$ cat src/rtl/i2cs_pkg.sv
package i2cs_pkg;

  typedef enum logic [3:0] {
    ST_IDLE,
    ST_ADDR,
    ST_RXB,
    ST_PREACK,
    ST_RXHOLD,
    ST_ACKR,
    ST_ACKF,
    ST_TXB,
    ST_TXLAST,
    ST_MACKR,
    ST_MACKF,
    ST_TXHOLD
  } ctlState_t;

  // Decoded bus conditions, one cycle wide
  typedef struct packed {
    logic start;
    logic stop;
    logic sclRise;
    logic sclFall;
    logic sdaBit;
  } busEvent_t;

  // Control-to-datapath strobes
  typedef struct packed {
    logic shiftIn;
    logic shiftOut;
    logic takeTx;
    logic loadRxNow;
    logic loadRxPend;
  } dpStrobe_t;

endpackage

$ cat src/rtl/i2cs_datapath.sv
module i2cs_datapath
  import i2cs_pkg::*;
#(
  parameter int DATA_W      = 8,
  parameter int SYNC_STAGES = 2
) (
  input  logic              clk,
  input  logic              rstN,
  input  logic              sclIn,
  input  logic              sdaIn,
  input  dpStrobe_t         strobe,
  input  logic [DATA_W-1:0] txData,
  input  logic              txWrite,
  input  logic              rxRead,
  output busEvent_t         busEv,
  output logic [DATA_W-1:0] byteIn,
  output logic              txBit,
  output logic [DATA_W-1:0] rxData,
  output logic              rxReady,
  output logic              txFull
);

  logic [SYNC_STAGES-1:0] sclPipe, sdaPipe;
  logic sclNow, sdaNow, sclPrev, sdaPrev;
  logic [DATA_W-1:0] shiftReg, txHold;

  // Synchronizers; the idle bus level is high
  always_ff @(posedge clk or negedge rstN) begin
    if (!rstN) begin
      sclPipe <= '1;
      sdaPipe <= '1;
      sclPrev <= 1'b1;
      sdaPrev <= 1'b1;
    end else begin
      sclPipe <= {sclPipe[SYNC_STAGES-2:0], sclIn};
      sdaPipe <= {sdaPipe[SYNC_STAGES-2:0], sdaIn};
      sclPrev <= sclNow;
      sdaPrev <= sdaNow;
    end
  end

  assign sclNow = sclPipe[SYNC_STAGES-1];
  assign sdaNow = sdaPipe[SYNC_STAGES-1];

  always_comb begin
    busEv.start   = sclNow & sclPrev & sdaPrev & ~sdaNow;
    busEv.stop    = sclNow & sclPrev & ~sdaPrev & sdaNow;
    busEv.sclRise = sclNow & ~sclPrev;
    busEv.sclFall = ~sclNow & sclPrev;
    busEv.sdaBit  = sdaNow;
  end

  assign byteIn = {shiftReg[DATA_W-2:0], sdaNow};
  assign txBit  = shiftReg[DATA_W-1];

  // Shared shift register: serial in on receive, serial out on transmit
  always_ff @(posedge clk or negedge rstN) begin
    if (!rstN) begin
      shiftReg <= '1;
    end else if (strobe.takeTx) begin
      shiftReg <= txFull ? txHold : txData;
    end else if (strobe.shiftIn) begin
      shiftReg <= byteIn;
    end else if (strobe.shiftOut) begin
      shiftReg <= {shiftReg[DATA_W-2:0], 1'b1};
    end
  end

  // Transmit holding register; a write in the take cycle goes straight through
  always_ff @(posedge clk or negedge rstN) begin
    if (!rstN) begin
      txHold <= '0;
      txFull <= 1'b0;
    end else if (strobe.takeTx) begin
      if (txFull) begin
        txFull <= txWrite;
        if (txWrite) txHold <= txData;
      end
    end else if (txWrite) begin
      txHold <= txData;
      txFull <= 1'b1;
    end
  end

  // Receive holding register; a load wins over a same-cycle read
  always_ff @(posedge clk or negedge rstN) begin
    if (!rstN) begin
      rxData  <= '0;
      rxReady <= 1'b0;
    end else if (strobe.loadRxNow) begin
      rxData  <= byteIn;
      rxReady <= 1'b1;
    end else if (strobe.loadRxPend) begin
      rxData  <= shiftReg;
      rxReady <= 1'b1;
    end else if (rxRead) begin
      rxReady <= 1'b0;
    end
  end

endmodule

$ cat src/rtl/i2cs_control.sv
module i2cs_control
  import i2cs_pkg::*;
#(
  parameter int DATA_W = 8
) (
  input  logic              clk,
  input  logic              rstN,
  input  busEvent_t         busEv,
  input  logic [DATA_W-1:0] byteIn,
  input  logic [DATA_W-2:0] ownAddr,
  input  logic              rxReady,
  input  logic              txFull,
  input  logic              rxRead,
  input  logic              txWrite,
  output dpStrobe_t         strobe,
  output logic              accActive,
  output logic              readDir,
  output logic              genCall,
  output logic              xferDone,
  output logic              clkWait,
  output logic              ackDrive,
  output logic              txDrive
);

  localparam int CNT_W = $clog2(DATA_W);
  localparam logic [CNT_W-1:0] LAST_BIT = CNT_W'(DATA_W - 1);

  ctlState_t state, stNext;
  logic [CNT_W-1:0] bitCnt, cntNext;
  logic accN, rdN, gcN, doneN, rxPend, pendN;
  logic addrHit, addrGen, lastBit;

  assign addrHit = (byteIn[DATA_W-1:1] == ownAddr);
  assign addrGen = (byteIn[DATA_W-1:1] == '0);
  assign lastBit = (bitCnt == LAST_BIT);

  always_comb begin
    stNext  = state;
    cntNext = bitCnt;
    strobe  = '0;
    accN    = accActive;
    rdN     = readDir;
    gcN     = genCall;
    doneN   = xferDone;
    pendN   = rxPend;

    // A parked receive byte moves over as soon as the host reads
    if (rxPend && rxRead) begin
      strobe.loadRxPend = 1'b1;
      pendN             = 1'b0;
    end

    if (busEv.stop) begin
      stNext = ST_IDLE;
      if (accActive) begin
        accN  = 1'b0;
        doneN = 1'b1;
      end
    end else if (busEv.start) begin
      stNext  = ST_ADDR;
      cntNext = '0;
    end else begin
      unique case (state)
        ST_ADDR: if (busEv.sclRise) begin
          strobe.shiftIn = 1'b1;
          cntNext        = bitCnt + 1'b1;
          if (lastBit) begin
            if (addrHit || addrGen) begin
              accN   = 1'b1;
              rdN    = byteIn[0];
              gcN    = addrGen;
              doneN  = 1'b0;
              stNext = ST_PREACK;
            end else begin
              stNext = ST_IDLE;
              if (accActive) begin
                accN  = 1'b0;
                doneN = 1'b1;
              end
            end
          end
        end
        ST_RXB: if (busEv.sclRise) begin
          strobe.shiftIn = 1'b1;
          cntNext        = bitCnt + 1'b1;
          if (lastBit) begin
            if (rxReady && !rxRead) pendN = 1'b1;
            else strobe.loadRxNow = 1'b1;
            stNext = ST_PREACK;
          end
        end
        ST_PREACK: if (busEv.sclFall) begin
          stNext = (rxPend && !rxRead) ? ST_RXHOLD : ST_ACKR;
        end
        ST_RXHOLD: if (rxRead) stNext = ST_ACKR;
        ST_ACKR: if (busEv.sclRise) stNext = ST_ACKF;
        ST_ACKF: if (busEv.sclFall) begin
          cntNext = '0;
          if (!readDir) begin
            stNext = ST_RXB;
          end else if (txFull || txWrite) begin
            strobe.takeTx = 1'b1;
            stNext        = ST_TXB;
          end else begin
            stNext = ST_TXHOLD;
          end
        end
        ST_TXHOLD: if (txWrite) begin
          strobe.takeTx = 1'b1;
          cntNext       = '0;
          stNext        = ST_TXB;
        end
        ST_TXB: begin
          if (busEv.sclRise) begin
            cntNext = bitCnt + 1'b1;
            if (lastBit) stNext = ST_TXLAST;
          end else if (busEv.sclFall) begin
            strobe.shiftOut = 1'b1;
          end
        end
        ST_TXLAST: if (busEv.sclFall) stNext = ST_MACKR;
        ST_MACKR: if (busEv.sclRise) begin
          stNext = busEv.sdaBit ? ST_IDLE : ST_MACKF;
        end
        ST_MACKF: if (busEv.sclFall) begin
          cntNext = '0;
          if (txFull || txWrite) begin
            strobe.takeTx = 1'b1;
            stNext        = ST_TXB;
          end else begin
            stNext = ST_TXHOLD;
          end
        end
        default: ;
      endcase
    end
  end

  always_ff @(posedge clk or negedge rstN) begin
    if (!rstN) begin
      state     <= ST_IDLE;
      bitCnt    <= '0;
      accActive <= 1'b0;
      readDir   <= 1'b0;
      genCall   <= 1'b0;
      xferDone  <= 1'b0;
      rxPend    <= 1'b0;
    end else begin
      state     <= stNext;
      bitCnt    <= cntNext;
      accActive <= accN;
      readDir   <= rdN;
      genCall   <= gcN;
      xferDone  <= doneN;
      rxPend    <= pendN;
    end
  end

  assign clkWait  = (state == ST_RXHOLD) || (state == ST_TXHOLD);
  assign ackDrive = (state == ST_ACKR) || (state == ST_ACKF);
  assign txDrive  = (state == ST_TXB) || (state == ST_TXLAST);

endmodule

$ cat src/rtl/i2c_slave_ctl.sv
module i2c_slave_ctl
  import i2cs_pkg::*;
#(
  parameter int DATA_W      = 8,
  parameter int SYNC_STAGES = 2
) (
  input  logic              clk,
  input  logic              rstN,
  input  logic              sclIn,
  input  logic              sdaIn,
  output logic              sclOe,
  output logic              sdaOe,
  input  logic [DATA_W-2:0] ownAddr,
  input  logic [DATA_W-1:0] txData,
  input  logic              txWrite,
  output logic [DATA_W-1:0] rxData,
  input  logic              rxRead,
  output logic              accActive,
  output logic              readDir,
  output logic              rxReady,
  output logic              xferDone,
  output logic              genCall,
  output logic              clkWait
);

  dpStrobe_t         strobe;
  busEvent_t         busEv;
  logic [DATA_W-1:0] byteIn;
  logic              txBit, txFull, ackDrive, txDrive;

  i2cs_datapath #(.DATA_W(DATA_W), .SYNC_STAGES(SYNC_STAGES)) u_dp (
    .clk     (clk),
    .rstN    (rstN),
    .sclIn   (sclIn),
    .sdaIn   (sdaIn),
    .strobe  (strobe),
    .txData  (txData),
    .txWrite (txWrite),
    .rxRead  (rxRead),
    .busEv   (busEv),
    .byteIn  (byteIn),
    .txBit   (txBit),
    .rxData  (rxData),
    .rxReady (rxReady),
    .txFull  (txFull)
  );

  i2cs_control #(.DATA_W(DATA_W)) u_ctl (
    .clk       (clk),
    .rstN      (rstN),
    .busEv     (busEv),
    .byteIn    (byteIn),
    .ownAddr   (ownAddr),
    .rxReady   (rxReady),
    .txFull    (txFull),
    .rxRead    (rxRead),
    .txWrite   (txWrite),
    .strobe    (strobe),
    .accActive (accActive),
    .readDir   (readDir),
    .genCall   (genCall),
    .xferDone  (xferDone),
    .clkWait   (clkWait),
    .ackDrive  (ackDrive),
    .txDrive   (txDrive)
  );

  assign sclOe = clkWait;
  assign sdaOe = ackDrive | (txDrive & ~txBit);

endmodule

$ cat config.mk
export PLATFORM = sky130hd
export DESIGN_NAME = i2c_slave_ctl
export DESIGN_NICKNAME = d
export VERILOG_FILES = /design/src/rtl/i2cs_pkg.sv /design/src/rtl/i2cs_datapath.sv /design/src/rtl/i2cs_control.sv /design/src/rtl/i2c_slave_ctl.sv
export SDC_FILE = /design/constraint.sdc
export NUM_CORES = 1
export LEC_CHECK = 0
export BUFFER_PORTS_ARGS = -buffer_cell sky130_fd_sc_hd__buf_2
export CAP_MARGIN = 20
export CORE_UTILIZATION = 25
export CTS_CLUSTER_SIZE = 24
export DETAILED_ROUTE_END_ITERATION = 10
export GPL_ROUTABILITY_DRIVEN = 0
export HOLD_SLACK_MARGIN = 0.03
export SYNTH_ARGS = -nofsm -noshare
export SYNTH_HDL_FRONTEND = slang
export SYNTH_SLANG_ARGS = --single-unit
$ cat constraint.sdc
create_clock -name clk -period 2.85 [get_ports clk]
set_clock_uncertainty 0.2 [all_clocks]
set_input_delay 0.285 -clock clk [delete_from_list [all_inputs] [get_ports clk]]
set_output_delay 0.285 -clock clk [all_outputs]
set_load 0.005 [all_outputs]
# Word-level counts from Yosys, hierarchy flattened
# Cells that the tools add are included.
[totals]
input_bits = 21
regBits = 44
output_inout_bits = 16
elab_cells = 171
[classes]
eq_ne = 32
mux = 80
n_reduce_logical = 26
addsub = 1
n_bitwise = 16
[op_table]
columns = ["operator", "count"]
rows = [
  ["4-bit 2-to-1 mux", 21],
  ["8-bit 2-to-1 mux", 9],
  ["4-bit != test, second input constant", 11],
  ["4-bit case mux with 11 select lines", 1],
  ["1-bit 2-to-1 mux", 42],
  ["4-bit by 3-bit == test with 1-bit output, second input constant", 4],
  ["4-bit == test, second input constant", 4],
  ["15-bit AND reduction", 1],
  ["13-bit nonzero test", 1],
  ["3-bit 2-to-1 mux", 4],
  ["4-bit by 3-bit != test with 1-bit output, second input constant", 3],
  ["2-bit nonzero test", 5],
  ["3-bit case mux with 3 select lines", 1],
  ["1-bit AND", 8],
  ["4-bit by 2-bit == test with 1-bit output, second input constant", 2],
  ["7-bit == test", 1],
  ["7-bit zero test", 1],
  ["1-bit NOT", 7],
  ["3-bit by 1-bit != test with 1-bit output, second input constant", 2],
  ["6-bit AND reduction", 1],
  ["3-bit nonzero test", 2],
  ["1-bit logical OR", 5],
  ["5-bit AND reduction", 1],
  ["4-bit by 1-bit == test with 1-bit output, second input constant", 1],
  ["other kinds (14)", 17],
]

# Logic depth before layout (Yosys ltp)
# Gate-level depths: netlist (run 1).
[depth]
depth_word = 11
depth_mapped = 9
mapped_depth_nobuf = 7

# By module
# A second synthesis (run 1) with hierarchy kept.
[hier_totals]
hier_cells = 274
area_unflattened_um2 = 2666.3
[by_module_without_submodules]
columns = ["module", "instances", "area_each_um2", "cells_per_inst", "seq_area_each_um2"]
rows = [
  ["i2cs_datapath", 1, 1422.6, 116, 818.3],
  ["i2cs_control", 1, 1224.9, 155, 300.3],
  ["i2c_slave_ctl", 1, 18.8, 3, 0.0],
]

# Worst setup path after synthesis (run 1)
# OpenSTA, ideal clock, no wires.
[synth_path]
path_kind = "register -> register"
start = "reg u_ctl.state[3]"
end = "reg u_dp.txHold[0]"
setup_time_ps = 125
n_path_buf = 1
arrival_time_ps = 1895
t_required_ps = 2525
path_stages_with_launch = 7
period_less_slack_ps = 2219
path_slack_ps = 631
path_cell_list = "dfrtp_1 > buf_2 > nand3b_4 > a2111oi_4 > a221oi_2 > o31ai_4 > mux2_2"
[synth_via]
elab_chain_cells = 5
word_cells_on_any_way = 8
classes_between = "eq/ne: 4; mux: 4"
[synth_rtl]
columns = ["item", "line", "source"]
rows = [
  ["start, declared", "i2cs_control.sv:28", "ctlState_t state, stNext;"],
  ["start signal, assigned", "i2cs_control.sv:149", "state <= stNext;"],
  ["4-bit == test / 4-bit by 3-bit == test with 1-bit output (equally long branches)", "i2cs_control.sv:63", "unique case (state)"],
  ["1-bit case mux with 3 select lines (*)", "i2cs_control.sv:63", ""],
  ["4-bit 2-to-1 mux (*)", "i2cs_control.sv:59", "end else if (busEv.start) begin"],
  ["4-bit 2-to-1 mux (*)", "i2cs_control.sv:53", "if (busEv.stop) begin"],
  ["2-bit by 1-bit != test with 1-bit output (no line) / 8-bit 2-to-1 mux (equally long branches)", "n/a", ""],
  ["end signal, assigned", "i2cs_datapath.sv:77", "if (txWrite) txHold <= txData;"],
  ["end signal, assigned", "i2cs_datapath.sv:80", "txHold <= txData;"],
  ["end, declared", "i2cs_datapath.sv:25", "logic [DATA_W-1:0] shiftReg, txHold;"],
]
# Mark *: on every way between the ends. The rest lies on a longest branch, timed or not.
# A chain may end at the register's enable or synchronous reset.

# Worst setup path in the final report (run 1)
[layout_path]
start = "reg u_ctl.state[2]"
end = "reg u_dp.txHold[6]"
# Same word-level chain as after synthesis.

==> metrics.csv, run 1 <==
stage;metric;value;unit
sta;relative slew slack;48.8;%
synthesis;most common cell in the netlist;dfrtp_1;
synthesis;async set-or-reset flop fraction in the synthesized netlist;100;%
critical_path;CP required;2830;ps
floorplan;Ports;37;
critical_path;Buf/Inv on CP;0;
cts;CTS tree;built;
critical_path;FF-to-FF path depth;5;
synthesis;Synth Warn #;0;
critical_path;worst-case register-to-register setup slack;320;ps
grt;total global-route track usage;12.0;%
floorplan;DIE WIDTH;101;um
critical_path;CP max stage cell;dfrtp_1;
drt;Avg WL per Cell;13.9;um
sta;Final Max Slew Viols;0;
sta;Setup-failing EPs final;0;
critical_path;critical path's top delay family;compound AO/OA/AOI/OAI gates;
critical_path;Critical R2R Launch;u_ctl.state[2]$_DFFE_PN0P_;
grt;GRT Residual Overflow;0;
worst_hold_path;Hold Path Stages;2;
cts;H-tree depth;2;
synthesis;ys flop type;dfrtp_1;
floorplan;core footprint;9420;sq um
sta;Tightest Pin Transition;768;ps
sta;worst hold margin;39.1;ps
power_and_ir_drop;Tot Pwr;2.26;mW
drt;Detailed Route WL;5810;um
synthesis;Syn Area/Cell;10.2;sq um
critical_path;crit-path cells;nand2b_1 > a2111oi_4 > a221oi_2 > o31ai_4 > mux2_2;
drt;vias per cell;4.77;
worst_hold_path;Min-Delay Startpoint;txData[3];
run_status;run status;complete, no violations;
cts;CTS Sinks;44;
synthesis;top cells by area, synth;dfrtp_1, dfstp_2, mux2i_1;
grt;first-pass GRT wire length;9730;um
layout;Area Overhead vs Synth;20.7;%
drt;drt drc;0;
floorplan;site row count;35;
floorplan;die area;10300;sq um
critical_path;CP endpoint kind;flop;
critical_path;Worst Setup Path Type;flop to flop;
critical_path;Reg-to-Reg End;u_dp.txHold[6]$_DFFE_PN0P_;
cts;Post CTS Setup Buffer Count;0;
placement;port bufs;36;
synthesis;Post-Syn Instances;243;
drt;1st-iter DRT viols;175;
power_and_ir_drop;Max VDD drop;0.000238;V
cts;Longest Clk Path Bufs;2;
sta;final hold vios;0;
cts;CTS clk-pin slew, worst paths;90;ps
cts;clock root buffer;clkbuf_8;
layout;layout cells sized above 1;30.8;%
placement;Post-DP HPWL;4280;um
synthesis;number of synthesized register bits;44;
worst_hold_path;hold worst-path end;u_dp.txHold[3]$_DFFE_PN0P_;
floorplan;Die H;101;um
critical_path;Worst setup SP type;flop;
worst_hold_path;Hold/Removal Path Class;input port to flop;
sta;crit path time final;2530;ps
cts;total CTS buffers;5;
synthesis;sequential fraction of the synthesis area;45.2;%
sta;unrepaired setup endpoints after global routing;no;
layout;count of filler cells inserted in the layout;992;
sta;Final Cycle Share;88.9;%
sta;setup tns final;0;ps
critical_path;WP data arrival;2510;ps
sta;Max Clock Freq;395;MHz
floorplan;initial core utilization;26.3;%
drt;DR vias;1992;
drt;Antenna Violating Nets Remaining;0;
grt;antenna violations before repair;0;
synthesis;Syn Nets;266;
power_and_ir_drop;pwr dens;758;nW/um^2
synthesis;Commonest cells post-synth;dfrtp_1, a21oi_1, nand2_1, nor2_1, mux2i_1;
cts;worst skew pair latency;300;ps
cts;cts repair resizes;0;
synthesis;largest area contributor in the synthesized netlist;dfrtp_1;
drt;First-pass DRT Iterations;4;
power_and_ir_drop;cell leakage power;1.35;nW
synthesis;Post-Syn Area;2470;sq um
synthesis;Netlist cell types;52;
run;Max Cap Violations;0;
synthesis;Post-synth EDFFs;0;
cts;# hold bufs at CTS;7;
grt;vias in the first global route;1875;
layout;final antenna diode count;0;
critical_path;slowest stage delay, CP;540;ps
synthesis;share of Yosys cell area claimed by the top area cell type;30.3;%
layout;nets;311;
grt;largest net degree at the start of global routing;45;
critical_path;Critical Path Fanout Max;14;
==> area by class of cell <==
cell class	instances	area (sq um)	share of cell area (%)
Clock buffer	5	68.8	2.30
Inverter	3	11.3	0.377
Clock inverter	3	23.8	0.796
Timing Repair Buffer	49	308	10.3
Sequential cell	44	1120	37.4
Multi-Input combinational cell	185	1300	43.4
Tap cell	129	161	5.40
==> cell usage in the layout (no fill, tap or decap), drive strengths merged, types with 4 or more instances in the layout <==
cell type | Yosys | layout
mux2 | 10 | 10
o21ai | 11 | 11
o221a | 7 | 7
nand2b | 10 | 10
nor2 | 22 | 22
dfstp | 14 | 14
buf | 6 | 42
xnor2 | 5 | 5
nor3 | 4 | 4
a21oi | 23 | 23
clkbuf | 5 | 5
nand2 | 22 | 22
mux2i | 18 | 18
nor2b | 5 | 5
dlygate4sd3 | 0 | 7
dfrtp | 30 | 30
==> per-stage QoR <==
step	utilization (%)	instances	area, sq um	setup WS, ps
2_1_floorplan	-	243	2470	631
3_3_place_gp	29.8	402	2810	387
3_5_place_dp	29.8	402	2810	339
4_1_cts	31.5	417	2970	319
5_1_grt	31.7	418	2990	163
6_report	31.7	418	2990	316
==> report_power, final <==
part | switching (mW) | leakage (nW) | total [mW] | internal, mW
logic | 0.455 | 0.784 | 0.864 | 0.409
clock network | 0.231 | 0.0404 | 0.405 | 0.174
registers | 0.195 | 0.523 | 0.995 | 0.800
==> worst max-delay path by stage <==
stage,from,to,slack (ps),depth (start not counted)
floorplan,u_ctl.state[3]$_DFFE_PN0P_,u_dp.txHold[0]$_DFFE_PN0P_,630,6
global placement,u_ctl.state[2]$_DFFE_PN0P_,u_dp.txHold[5]$_DFFE_PN0P_,390,5
detailed placement,u_ctl.state[2]$_DFFE_PN0P_,u_dp.txHold[6]$_DFFE_PN0P_,340,5
CTS,u_ctl.state[2]$_DFFE_PN0P_,u_dp.txHold[6]$_DFFE_PN0P_,320,5
global route,u_ctl.state[2]$_DFFE_PN0P_,u_dp.txHold[2]$_DFFE_PN0P_,160,5
finish,u_ctl.state[2]$_DFFE_PN0P_,u_dp.txHold[6]$_DFFE_PN0P_,320,5
==> registers in the layout (all words and copies together), names as in the netlist, 2 cells and up <==
name,cells
u_ctl.state,4
u_dp.rxData,8
u_dp.shiftReg,8
u_dp.sclPipe,2
u_ctl.bitCnt,3
u_dp.sdaPipe,2
u_dp.txHold,8
==> metal layers <==
| metal | vias to the layer above | track usage [%] | routed length [um] |
|---|---|---|---|
| met2 | 69 | 17.1 | 2520 |
| met1 | 931 | 18.4 | 2830 |
| met3 | 5 | 2.90 | 428 |
| li1 | 987 | - | - |
| met5 | - | 0 | 0 |
| met4 | 0 | 2.34 | 36 |
==> logic make-up (layout without fill, tap and decap cells) <==
group / count (synthesis) / count (layout) / share of synthesized area [%]
and+or+nand+nor: 80 / 80 / 16.3
adders and majority gates: 2 / 2 / 1.01
DFF: 44 / 44 / 45.2
muxes: 28 / 28 / 11.8
xor gates and xnor gates: 8 / 8 / 2.83
AOI/OAI and AO/OA: 67 / 67 / 20.4
buffers and inverters: 14 / 60 / 2.43
No activity file was read; power rests on OpenSTA's default activity.
==> run 2, diff against run 1 <==
TNS_END_PERCENT = 20   (was default)
clock period = 2.83 ns   (was 2.85 ns; I/O delays follow)
==> metrics.csv, run 2 (synthesis results as in run 1) <==
stage;metric;value;unit;change
sta;Setup-failing EPs final;0;;unchanged
cts;clock root buffer;clkbuf_8;;
critical_path;Worst setup SP type;flop;;
critical_path;Reg-to-Reg End;u_dp.txHold[6]$_DFFE_PN0P_;;
sta;setup tns final;0;ps;unchanged
sta;Max Clock Freq;394;MHz;-0.23%
cts;H-tree depth;2;;unchanged
critical_path;WP data arrival;2520;ps;about the same
floorplan;Ports;37;;unchanged
drt;First-pass DRT Iterations;4;;unchanged
floorplan;Die H;101;um;unchanged
layout;biggest regs;u_dp.rxData: 8 flops, u_dp.shiftReg: 8 flops, u_dp.txHold: 8 flops;;
placement;Cell Area, Placed;2810;sq um;unchanged
drt;met1 wire length;2830;um;-0.11%
critical_path;CP endpoint kind;flop;;
drt;met2 wire length;2540;um;+1.1%
sta;Final Max Slew Viols;0;;unchanged
worst_hold_path;Hold/Removal Path Class;input port to flop;;
layout;nets;313;;+0.64%
grt;total global-route track usage;12.1;%;+0.088 points
sta;Final Cycle Share;89.7;%;+0.83 points
grt;largest net degree at the start of global routing;45;;unchanged
critical_path;worst-case register-to-register setup slack;290;ps;-30 ps
worst_hold_path;Hold Path Stages;2;;unchanged
sta;final hold vios;0;;unchanged
placement;Place WS;319;ps;-20.0 ps
layout;layout cells sized above 1;30.6;%;-0.21 points
cts;total CTS buffers;5;;unchanged
sta;worst hold margin;42.5;ps;+3.39 ps
sta;relative slew slack;49.6;%;+0.79 points
grt;first-pass GRT wire length;9800;um;+0.71%
sta;crit path time final;2540;ps;+5.76 ps
layout;most frequent cells in the layout;buf_2, dfrtp_1, a21oi_1, nand2_1, nor2_1;;
floorplan;site row count;35;;unchanged
power_and_ir_drop;Tot Pwr;2.28;mW;+0.82%
cts;worst skew pair latency;300;ps;about the same
floorplan;initial core utilization;26.3;%;unchanged
sta;unrepaired setup endpoints after global routing;no;;
critical_path;FF-to-FF path depth;5;;unchanged
drt;DR vias;1993;;+0.050%
cts;CTS tree;built;;
run_status;run status;complete, no violations;;
cts;CTS clk-pin slew, worst paths;90;ps;about the same
floorplan;DIE WIDTH;101;um;unchanged
drt;Detailed Route WL;5840;um;+0.53%
layout;commonest non-fill, non-tap cell in the layout;buf_2;;
cts;Longest Clk Path Bufs;2;;unchanged
critical_path;Worst Setup Path Type;flop to flop;;
cts;CTS Sinks;44;;unchanged
grt;antenna violations before repair;0;;unchanged
layout;Final Util;31.9;%;+0.21 points
critical_path;CP required;2810;ps;-20 ps
layout;final antenna diode count;0;;unchanged
worst_hold_path;Min-Delay Startpoint;txData[7];;
drt;Antenna Violating Nets Remaining;0;;unchanged
critical_path;crit-path cells;nand2b_1 > a2111oi_4 > a221oi_2 > o31ai_4 > mux2_2;;
placement;port bufs;36;;unchanged
drt;1st-iter DRT viols;179;;+2.3%
drt;met3 routed WL;438;um;+2.3%
power_and_ir_drop;Max VDD drop;0.000239;V;+0.45%
layout;Area Overhead vs Synth;21.5;%;
layout;Post-Layout Cell Count;420;;+0.48%
critical_path;Critical R2R Launch;u_ctl.state[2]$_DFFE_PN0P_;;
sta;final worst slack;290;ps;-25.8 ps
grt;vias in the first global route;1888;;+0.69%
critical_path;CP max stage cell;dfrtp_1;;
sta;Tightest Pin Transition;756;ps;-11.9 ps
critical_path;Critical Path Fanout Max;14;;unchanged
run;Max Cap Violations;0;;unchanged
floorplan;die area;10300;sq um;unchanged
critical_path;slowest stage delay, CP;550;ps;about the same
grt;GRT Residual Overflow;0;;unchanged
layout;Design Area, Final;3010;sq um;+0.67%
worst_hold_path;hold worst-path end;u_dp.txHold[7]$_DFFE_PN0P_;;
placement;Post-DP HPWL;4280;um;unchanged
placement;placed cells;402;;unchanged
drt;top sig layer;met4;;
drt;vias per cell;4.75;;-0.43%
power_and_ir_drop;pwr dens;759;nW/um^2;+0.15%
drt;drt drc;0;;unchanged
power_and_ir_drop;cell leakage power;1.36;nW;+0.62%
drt;Avg WL per Cell;13.9;um;about the same
floorplan;core footprint;9420;sq um;unchanged
[run 2: cell types whose count changed in the layout (fill, tap and decap cells not counted)]
cell	before	now
dlygate4sd3_1	7	9
[run 2: worst max-delay path by stage]
| stage | from | endpoint | slack [ps] | cells past startpoint |
|---|---|---|---|---|
| 3_3_place_gp | u_ctl.state[2]$_DFFE_PN0P_ | u_dp.txHold[5]$_DFFE_PN0P_ | 370 | 5 |
| 3_5_place_dp | u_ctl.state[2]$_DFFE_PN0P_ | u_dp.txHold[6]$_DFFE_PN0P_ | 320 | 5 |
| 6_report | u_ctl.state[2]$_DFFE_PN0P_ | u_dp.txHold[6]$_DFFE_PN0P_ | 290 | 5 |
| 2_1_floorplan | u_ctl.state[3]$_DFFE_PN0P_ | u_dp.txHold[0]$_DFFE_PN0P_ | 610 | 6 |
| 4_1_cts | u_ctl.state[2]$_DFFE_PN0P_ | u_dp.txHold[6]$_DFFE_PN0P_ | 300 | 5 |
| 5_1_grt | u_ctl.state[2]$_DFFE_PN0P_ | u_dp.txHold[2]$_DFFE_PN0P_ | 140 | 5 |
[run 2: cell type report]
cell class / count / area (sq um)
Clock buffer: 5 / 68.8
Clock inverter: 3 / 23.8
Fill cell: 990 / 6410
Inverter: 3 / 11.3
Multi-Input combinational cell: 185 / 1300
Sequential cell: 44 / 1120
Tap cell: 129 / 161
Timing Repair Buffer: 51 / 328
[run 2: worst max-delay path: cells and delay by family (launching register included)]
family          cells  cell delay (ps)
simple gates        1              300
flops               1              550
mux                 1              390
compound gates      3              980
[run 2: report_power, final]
part	internal [mW]	total, mW	switching [mW]
clock network	0.175	0.408	0.232
logic	0.414	0.873	0.459
registers	0.806	1.00	0.196
total	1.39	2.28	0.888
[run 2: routing by layer]
layer	global-route usage (%)	vias up
li1	-	989
met1	18.5	938
met2	17.3	61
met3	2.90	5
met4	2.34	0
met5	0	-
[run 2: timing repair]
item	CTS	global route
hold buffers	9	0
hold endpoints to repair	38	0
endpoints found under the setup margin	0	0
resized for setup	0	0
buffers inserted	0	0
